`config.mk`:
```
export PLATFORM = sky130hd
export DESIGN_NAME = wtrst_gen
export DESIGN_NICKNAME = d
export VERILOG_FILES = /design/src/rtl/wtrst_pkg.sv /design/src/rtl/wtrst_lfsr.sv /design/src/rtl/wtrst_weight.sv /design/src/rtl/wtrst_gen.sv
export SDC_FILE = /design/constraint.sdc
export NUM_CORES = 1
export LEC_CHECK = 0
export BUFFER_PORTS_ARGS = -buffer_cell sky130_fd_sc_hd__buf_2
export CAP_MARGIN = 20
export CORE_AREA = 2 2 39 41
export DETAILED_ROUTE_END_ITERATION = 10
export DIE_AREA = 0 0 41 43
export PLACE_DENSITY = 0.71
export SETUP_SLACK_MARGIN = 0.05
export SLEW_MARGIN = 20
export SYNTH_ARGS = -nofsm -noshare
export SYNTH_HDL_FRONTEND = slang
export SYNTH_HIERARCHICAL = 1
export SYNTH_SLANG_ARGS = --single-unit
```
`constraint.sdc`:
```
create_clock -name clk -period 5.26 [get_ports clk]
set_clock_uncertainty 0.1 [all_clocks]
set_input_delay 1.052 -clock clk [delete_from_list [all_inputs] [get_ports clk]]
set_output_delay 1.052 -clock clk [all_outputs]
set_load 0.02 [all_outputs]
```
`src/rtl/wtrst_pkg.sv`:
```
package wtrst_pkg;

    typedef enum logic [1:0] {
        OP_HOLD = 2'd0,
        OP_STEP = 2'd1,
        OP_LOAD = 2'd2
    } lfsr_op_e;

    localparam int unsigned MIN_WIDTH = 3;
    localparam int unsigned MAX_WIDTH = 16;

    // Feedback mask for a left-shifting register: bit k set means stage k
    // feeds the XOR that enters stage 0. Each entry is a primitive polynomial.
    function automatic logic [31:0] tap_mask(input int unsigned width);
        logic [31:0] m;
        case (width)
            3:       m = 32'h0000_0006;
            4:       m = 32'h0000_000C;
            5:       m = 32'h0000_0014;
            6:       m = 32'h0000_0030;
            7:       m = 32'h0000_0060;
            8:       m = 32'h0000_00B8;
            9:       m = 32'h0000_0110;
            10:      m = 32'h0000_0240;
            11:      m = 32'h0000_0500;
            12:      m = 32'h0000_0829;
            13:      m = 32'h0000_100D;
            14:      m = 32'h0000_2015;
            15:      m = 32'h0000_6000;
            16:      m = 32'h0000_D008;
            default: m = 32'h0000_0000;
        endcase
        return m;
    endfunction

endpackage

```
`src/rtl/wtrst_lfsr.sv`:
```
module wtrst_lfsr
    import wtrst_pkg::*;
#(
    parameter int unsigned N = 8
) (
    input  logic         clk,
    input  logic         rst,
    input  lfsr_op_e     op,
    input  logic [N-1:0] seed,
    output logic [N-1:0] state_q,
    output logic [N-1:0] state_d
);
    localparam logic [31:0]  MASK_W = tap_mask(N);
    localparam logic [N-1:0] MASK   = MASK_W[N-1:0];
    localparam logic [N-1:0] ONES   = {N{1'b1}};

    logic         fb;
    logic [N-1:0] seed_safe;

    always_comb begin
        fb        = ^(state_q & MASK);
        seed_safe = (seed == '0) ? ONES : seed;
        unique case (op)
            OP_LOAD: state_d = seed_safe;
            OP_STEP: state_d = {state_q[N-2:0], fb};
            default: state_d = state_q;
        endcase
    end

    always_ff @(posedge clk) begin
        if (rst) state_q <= ONES;
        else     state_q <= state_d;
    end

endmodule

```
`src/rtl/wtrst_weight.sv`:
```
module wtrst_weight #(
    parameter int unsigned N = 8,
    parameter int unsigned M = 3
) (
    input  logic         clk,
    input  logic         rst,
    input  logic         en,
    input  logic [N-1:0] state_d,
    output logic         rst_n_q
);
    logic [M-1:0] picked;
    logic         all_set;

    for (genvar i = 0; i < M; i++) begin : g_pick
        assign picked[i] = state_d[i];
    end

    assign all_set = &picked;

    always_ff @(posedge clk) begin
        if (rst)      rst_n_q <= 1'b1;
        else if (!en) rst_n_q <= 1'b1;
        else          rst_n_q <= ~all_set;
    end

endmodule

```
`src/rtl/wtrst_gen.sv`:
```
module wtrst_gen
    import wtrst_pkg::*;
#(
    parameter int unsigned N = 8,
    parameter int unsigned M = 3
) (
    input  logic         clk,
    input  logic         rst,
    input  logic         en,
    input  logic         load,
    input  logic [N-1:0] seed,
    output logic [N-1:0] pat,
    output logic         cut_rst_n
);
    if (N < MIN_WIDTH || N > MAX_WIDTH || M < 1 || N < M + 1) begin : g_bad_params
        $error("wtrst_gen: unsupported N/M combination");
    end

    lfsr_op_e     op;
    logic [N-1:0] state_d;

    always_comb begin
        if (load)    op = OP_LOAD;
        else if (en) op = OP_STEP;
        else         op = OP_HOLD;
    end

    wtrst_lfsr #(.N(N)) u_lfsr (
        .clk     (clk),
        .rst     (rst),
        .op      (op),
        .seed    (seed),
        .state_q (pat),
        .state_d (state_d)
    );

    wtrst_weight #(.N(N), .M(M)) u_weight (
        .clk     (clk),
        .rst     (rst),
        .en      (en),
        .state_d (state_d),
        .rst_n_q (cut_rst_n)
    );

endmodule

```
# [Yosys cells after proc, flatten, opt, wreduce, memory -nomap -nowiden]
# Cells that the tools add are included.
# W data, S select, Z words.
[word_totals] reg_bits=9 in_bits=12 out_inout_bits=9 word_cells=16
[classes] n_eq_ne=2 n_mux=4 bitwise_logic=2 reduce_logical=5
[ops] operator="$pmux W8 S2" count=1
[ops] operator="$logic_not A8 Y1" count=1
[ops] operator="$mux W8" count=1
[ops] operator="$reduce_xor A8 Y1" count=1
[ops] operator="$reduce_and A3 Y1" count=1
[ops] operator="$eq A2 B1 Y1 const B" count=1
[ops] operator="$eq A2 B2 Y1 const B" count=1
[ops] operator="$mux W2" count=1
[ops] operator="$not A1 Y1" count=2
[ops] operator="$reduce_bool A2 Y1" count=1
[ops] operator="$reduce_or A2 Y1" count=1
[ops] operator="$mux W1" count=1

# [Logic depth before layout (Yosys ltp)]
[logic_depth] depth_word=6 depth_mapped=10 ltp_nobuf=9

# [By module]
# Netlist, hierarchy kept.
[by_module_without_submodules] mod="wtrst_lfsr" n_inst=1 cells_per_inst=65 area_per_inst_um2=531.8 seq_area_each_um2=160.2
[by_module_without_submodules] mod="wtrst_weight" n_inst=1 cells_per_inst=3 area_per_inst_um2=32.5 seq_area_each_um2=20.0
[by_module_without_submodules] mod="wtrst_gen" n_inst=1 cells_per_inst=1 area_per_inst_um2=13.8 seq_area_each_um2=0.0

# [Worst setup path after synthesis]
# OpenSTA, ideal clock, no wires.
[synth_path] kind="input port to flip-flop" from="input port en" to="register u_weight.rst_n_q" setup_time_ns=0.064 arrival_time_ns=2.482 required_time_ns=5.096 setup_slack_ns=2.613 cell_stages=10 n_path_buf=2 cell_sequence="nor2b_4 inv_1 ha_1 clkbuf_1 clkbuf_1 nor2_1 a21oi_1 nand3_1 nor2b_1 nand4_1"
[synth_via] elab_chain_len=6 elab_cells_between_ends=9 classes_between="eq/ne (2); mux (3); bitwise (2); reduce/logical (2)"
[synth_lines] element="start: declaration" line="wtrst_gen.sv:9" text="input logic en,"
[synth_lines] element="$mux W1 (*)" line="wtrst_gen.sv:24" text="else if (en) op = OP_STEP;"
[synth_lines] element="$mux W2 (*)" line="wtrst_gen.sv:23" text="if (load) op = OP_LOAD;"
[synth_lines] element="$eq A2 B1 Y1 / $eq A2 B2 Y1 (equally long branches)" line="wtrst_lfsr.sv:23" text="unique case (op)"
[synth_lines] element="$pmux W8 S2 (*)" line="wtrst_lfsr.sv:23"
[synth_lines] element="via state_d[0]" line="wtrst_gen.sv:20" text="logic [N-1:0] state_d;"
[synth_lines] element="$reduce_and A3 Y1 (*)" line="wtrst_weight.sv:18" text="assign all_set = &picked;"
[synth_lines] element="$not A1 Y1 (*)" line="wtrst_weight.sv:23" text="else rst_n_q <= ~all_set;"
[synth_lines] element="end signal: assignment" line="wtrst_weight.sv:23"
[synth_lines] element="end: declaration" line="wtrst_weight.sv:9" text="output logic rst_n_q"
# Mark *: on every way through the listed nets, which the timed path passes. The rest lies on a longest branch.
# A chain may end at the register's enable or synchronous reset.

# [Final worst setup path]
[layout_path] from="input port load" to="register u_weight.rst_n_q"
[layout_via] elab_chain_len=5 elab_cells_between_ends=6 classes_between="eq/ne (2); mux (2); bitwise (1); reduce/logical (1)"
[layout_lines] element="start: declaration" line="wtrst_gen.sv:10" text="input logic load,"
[layout_lines] element="$mux W2 (*)" line="wtrst_gen.sv:23"
[layout_lines] element="via op[0]" line="wtrst_gen.sv:19" text="lfsr_op_e op;"
[layout_lines] element="$eq A2 B1 Y1 / $eq A2 B2 Y1 (equally long branches)" line="wtrst_lfsr.sv:23"
[layout_lines] element="$pmux W8 S2 (*)" line="wtrst_lfsr.sv:23"
[layout_lines] element="via state_d[2]" line="wtrst_gen.sv:20"
[layout_lines] element="$reduce_and A3 Y1 (*)" line="wtrst_weight.sv:18"
[layout_lines] element="$not A1 Y1 (*)" line="wtrst_weight.sv:23"
# Marks and branches as above.

==> results.md <==
- Run status: complete, no violations
- Number of global-route vias before repair: 495
- Setup repair after global routing missed its margin: false
- Share of layout cells above drive strength 1: 0.289
- Final critical-path share of the clock period: 0.528
- I/O Pins: 21
- First-pass iteration count of the detailed router: 6
- Level count of the clock H-tree: 1
- Total overflow reported by the global router: 0
- Antenna Nets Post-Route: 0
- Largest net degree at the start of global routing: 20
- Max rail drop VDD: 0.138 mV
- Total negative slack for setup checks: 0 ns
- Sequence of cells on the critical path: buf_2, nor2b_4, inv_1, ha_1, nor2_1, a222oi_1, nand4_1
- Synth Area per Inst: 8.38 µm²
- Worst slew margin: 0.655
- CP required: 5.29 ns
- Area Growth Syn to Fin: 23.4%
- Crit path arrival time: 2.81 ns
- Post-CTS setup buffers: 0
- Starting density of the core: 0.418
- Max-slew violation count: 0
- Distinct cell type count of the synthesized netlist: 21
- Final routed DRC violation total: 0
- Global routing usage summed across all routing layers: 0.188
- Root buffer selected by CTS: sky130_fd_sc_hd__clkbuf_4
- Die Span X: 41 µm
- Clock tree from TritonCTS: built
- PortBufs: 20
- CP max FO: 19
- Number of antenna violations at the first check in global routing: 0
- Routed via count divided by cell count: 5.59
- Category of the worst setup path launch point: input pin
- Post-Syn Area: 578 µm²
- Sort of element at the end of the critical path: flip-flop
- Power per cell area: 280 nW/µm²
- Crit Path Class: input pin to flip-flop
- Total nets after synthesis: 83
- Crit path max-delay cell type: sky130_fd_sc_hd__ha_1
- Clock transition time at the flip-flop clock pins of the worst setup and hold paths: 0.06 ns
- Clock Latency Late Sink: 0.27 ns
- Hold crit path type: flip-flop to flip-flop
- Flip-flop and latch count after synthesis: 9
- Number of buffers inserted by hold repair at cts: 0
- Count of mapped cells out of synthesis: 69
- Core area: 1380 µm²
- Final hold violations: 0
- Routed wire per std cell: 13.0 µm
- Overall via count from detail_route: 593
- Static power due to leakage: 0.331 nW
- Fillcell total: 143
- Number of sinks on the clock net: 9
- Deepest clock path buffer count: 2
- Final count of negative-setup-slack endpoints: 0
- Cts repair resizes: 0
- Global-route wire length before repair: 2250 µm
- Final-stage net count: 105
- Yosys warnings: 6
- Highest clock frequency the design can meet: 0.360 GHz
- Total wire length after detailed routing: 1380 µm
- Max-cap check violation count: 0
- Portion of the post-synthesis area used by sequential elements: 0.312
- Die outline height: 43 µm
- Number of violations reported at the end of detailed-routing iteration 0: 38
- Measured slew at the worst slew-check pin: 0.518 ns
- Max stage delay on crit path: 0.61 ns
- Diodes inserted: 0
- Tot Pwr: 199 µW
- Min cycle time layout: 2.78 ns
- Die area: 1760 µm²
- Number of buffers created by CTS: 3
- Final Wtd Congestion: 0.766
- Sum of net half-perimeters after detailed placement: 986 µm
- FP Rows: 14
## per-layer routing
metal,up-vias,track usage,part of all wire
met5,-,0,0
met4,0,0.100,0.020
met3,4,0.0471,0.081
met2,22,0.241,0.46
met1,271,0.277,0.44
li1,296,-,-
## stage by stage
step	utilization	hold slack [ns]	cells	instance area, µm²	setup WS (ns)
global placement	0.496	0.466	102	687	2.34
CTS	0.515	0.491	106	713	2.56
detailed placement	0.496	0.472	102	687	2.28
finish	0.515	0.491	106	713	2.48
global route	0.515	0.529	106	713	2.34
floorplan	-	0.530	69	578	2.61
## cell usage after synthesis
master / count / area share
sky130_fd_sc_hd__a21oi_1: 1 / 0.0086
sky130_fd_sc_hd__nand4_1: 1 / 0.011
sky130_fd_sc_hd__or4_4: 1 / 0.019
sky130_fd_sc_hd__nor2b_4: 1 / 0.024
sky130_fd_sc_hd__nor2b_1: 1 / 0.011
sky130_fd_sc_hd__nand3b_1: 2 / 0.026
sky130_fd_sc_hd__or2_1: 7 / 0.076
sky130_fd_sc_hd__nand3_1: 1 / 0.0086
sky130_fd_sc_hd__a222oi_1: 7 / 0.12
sky130_fd_sc_hd__nand2b_4: 1 / 0.024
sky130_fd_sc_hd__xnor2_1: 2 / 0.030
sky130_fd_sc_hd__xor2_1: 1 / 0.015
sky130_fd_sc_hd__dfxtp_1: 9 / 0.31
sky130_fd_sc_hd__nor2_1: 2 / 0.013
sky130_fd_sc_hd__a211oi_1: 7 / 0.091
sky130_fd_sc_hd__inv_1: 9 / 0.058
sky130_fd_sc_hd__nand2_1: 8 / 0.052
sky130_fd_sc_hd__nor4_1: 2 / 0.022
sky130_fd_sc_hd__clkbuf_1: 3 / 0.019
sky130_fd_sc_hd__nand4b_1: 1 / 0.015
sky130_fd_sc_hd__ha_1: 2 / 0.043
## power by group
group	total, mW	switching (mW)	leakage [nW]	internal [mW]
clock	0.0562	0.0269	0.0150	0.0293
combinational	0.0599	0.0334	0.241	0.0266
sequential	0.0832	0.00776	0.0751	0.0754
total	0.199	0.0680	0.331	0.131
## logic make-up (layout without fill, tap and decap cells)
logic type,after synthesis,after routing,share of synthesized area
AND/OR/NAND/NOR,28,28,0.301
AO/OA/AOI/OAI,15,15,0.221
buffers and inverters,12,33,0.0779
flip-flops,9,9,0.312
XOR/XNOR,3,3,0.0455
adder cells (fa/ha/maj),2,2,0.0433
## final timing paths
path / start / endpoint / slack (ns) / cells past startpoint
max: load / u_weight/rst_n_q / 2.48 / 7
min: u_lfsr/state_q[0] / u_lfsr/state_q[0] / 0.49 / 2
max reg2reg: u_lfsr/state_q[3] / u_weight/rst_n_q / 3.81 / 6
min reg2reg: u_lfsr/state_q[0] / u_lfsr/state_q[0] / 0.49 / 2
## flip-flops by register name, indices dropped and copies added, names as in the netlist
name / count
u_lfsr/state_q: 8
u_weight/rst_n_q: 1
## cells in the final DEF, fill, tap and decap left out, drive strengths merged, types with 4 or more instances in the layout
master  Yosys  layout
nand2       8       8
inv         9       9
a211oi      7       7
or2         7       7
dfxtp       9       9
a222oi      7       7
buf         0      20
clkbuf      3       4
## critical path, delay by kind of cell
family / cells / cell delay, ns
and+or+nand+nor: 3 / 0.51
AOI/OAI and AO/OA: 1 / 0.46
adders and majority gates: 1 / 0.61
buffers and inverters: 2 / 0.18
## cell type report
cell class,instances,area [µm²],area share
Multi-Input combinational cell,48,353,0.495
Clock buffer,4,26.3,0.0368
Sequential cell,9,180,0.253
Inverter,9,33.8,0.0474
Tap cell,16,20.0,0.0281
Timing Repair Buffer,20,100,0.140
Note: power is estimated with default switching activity, not from simulation.
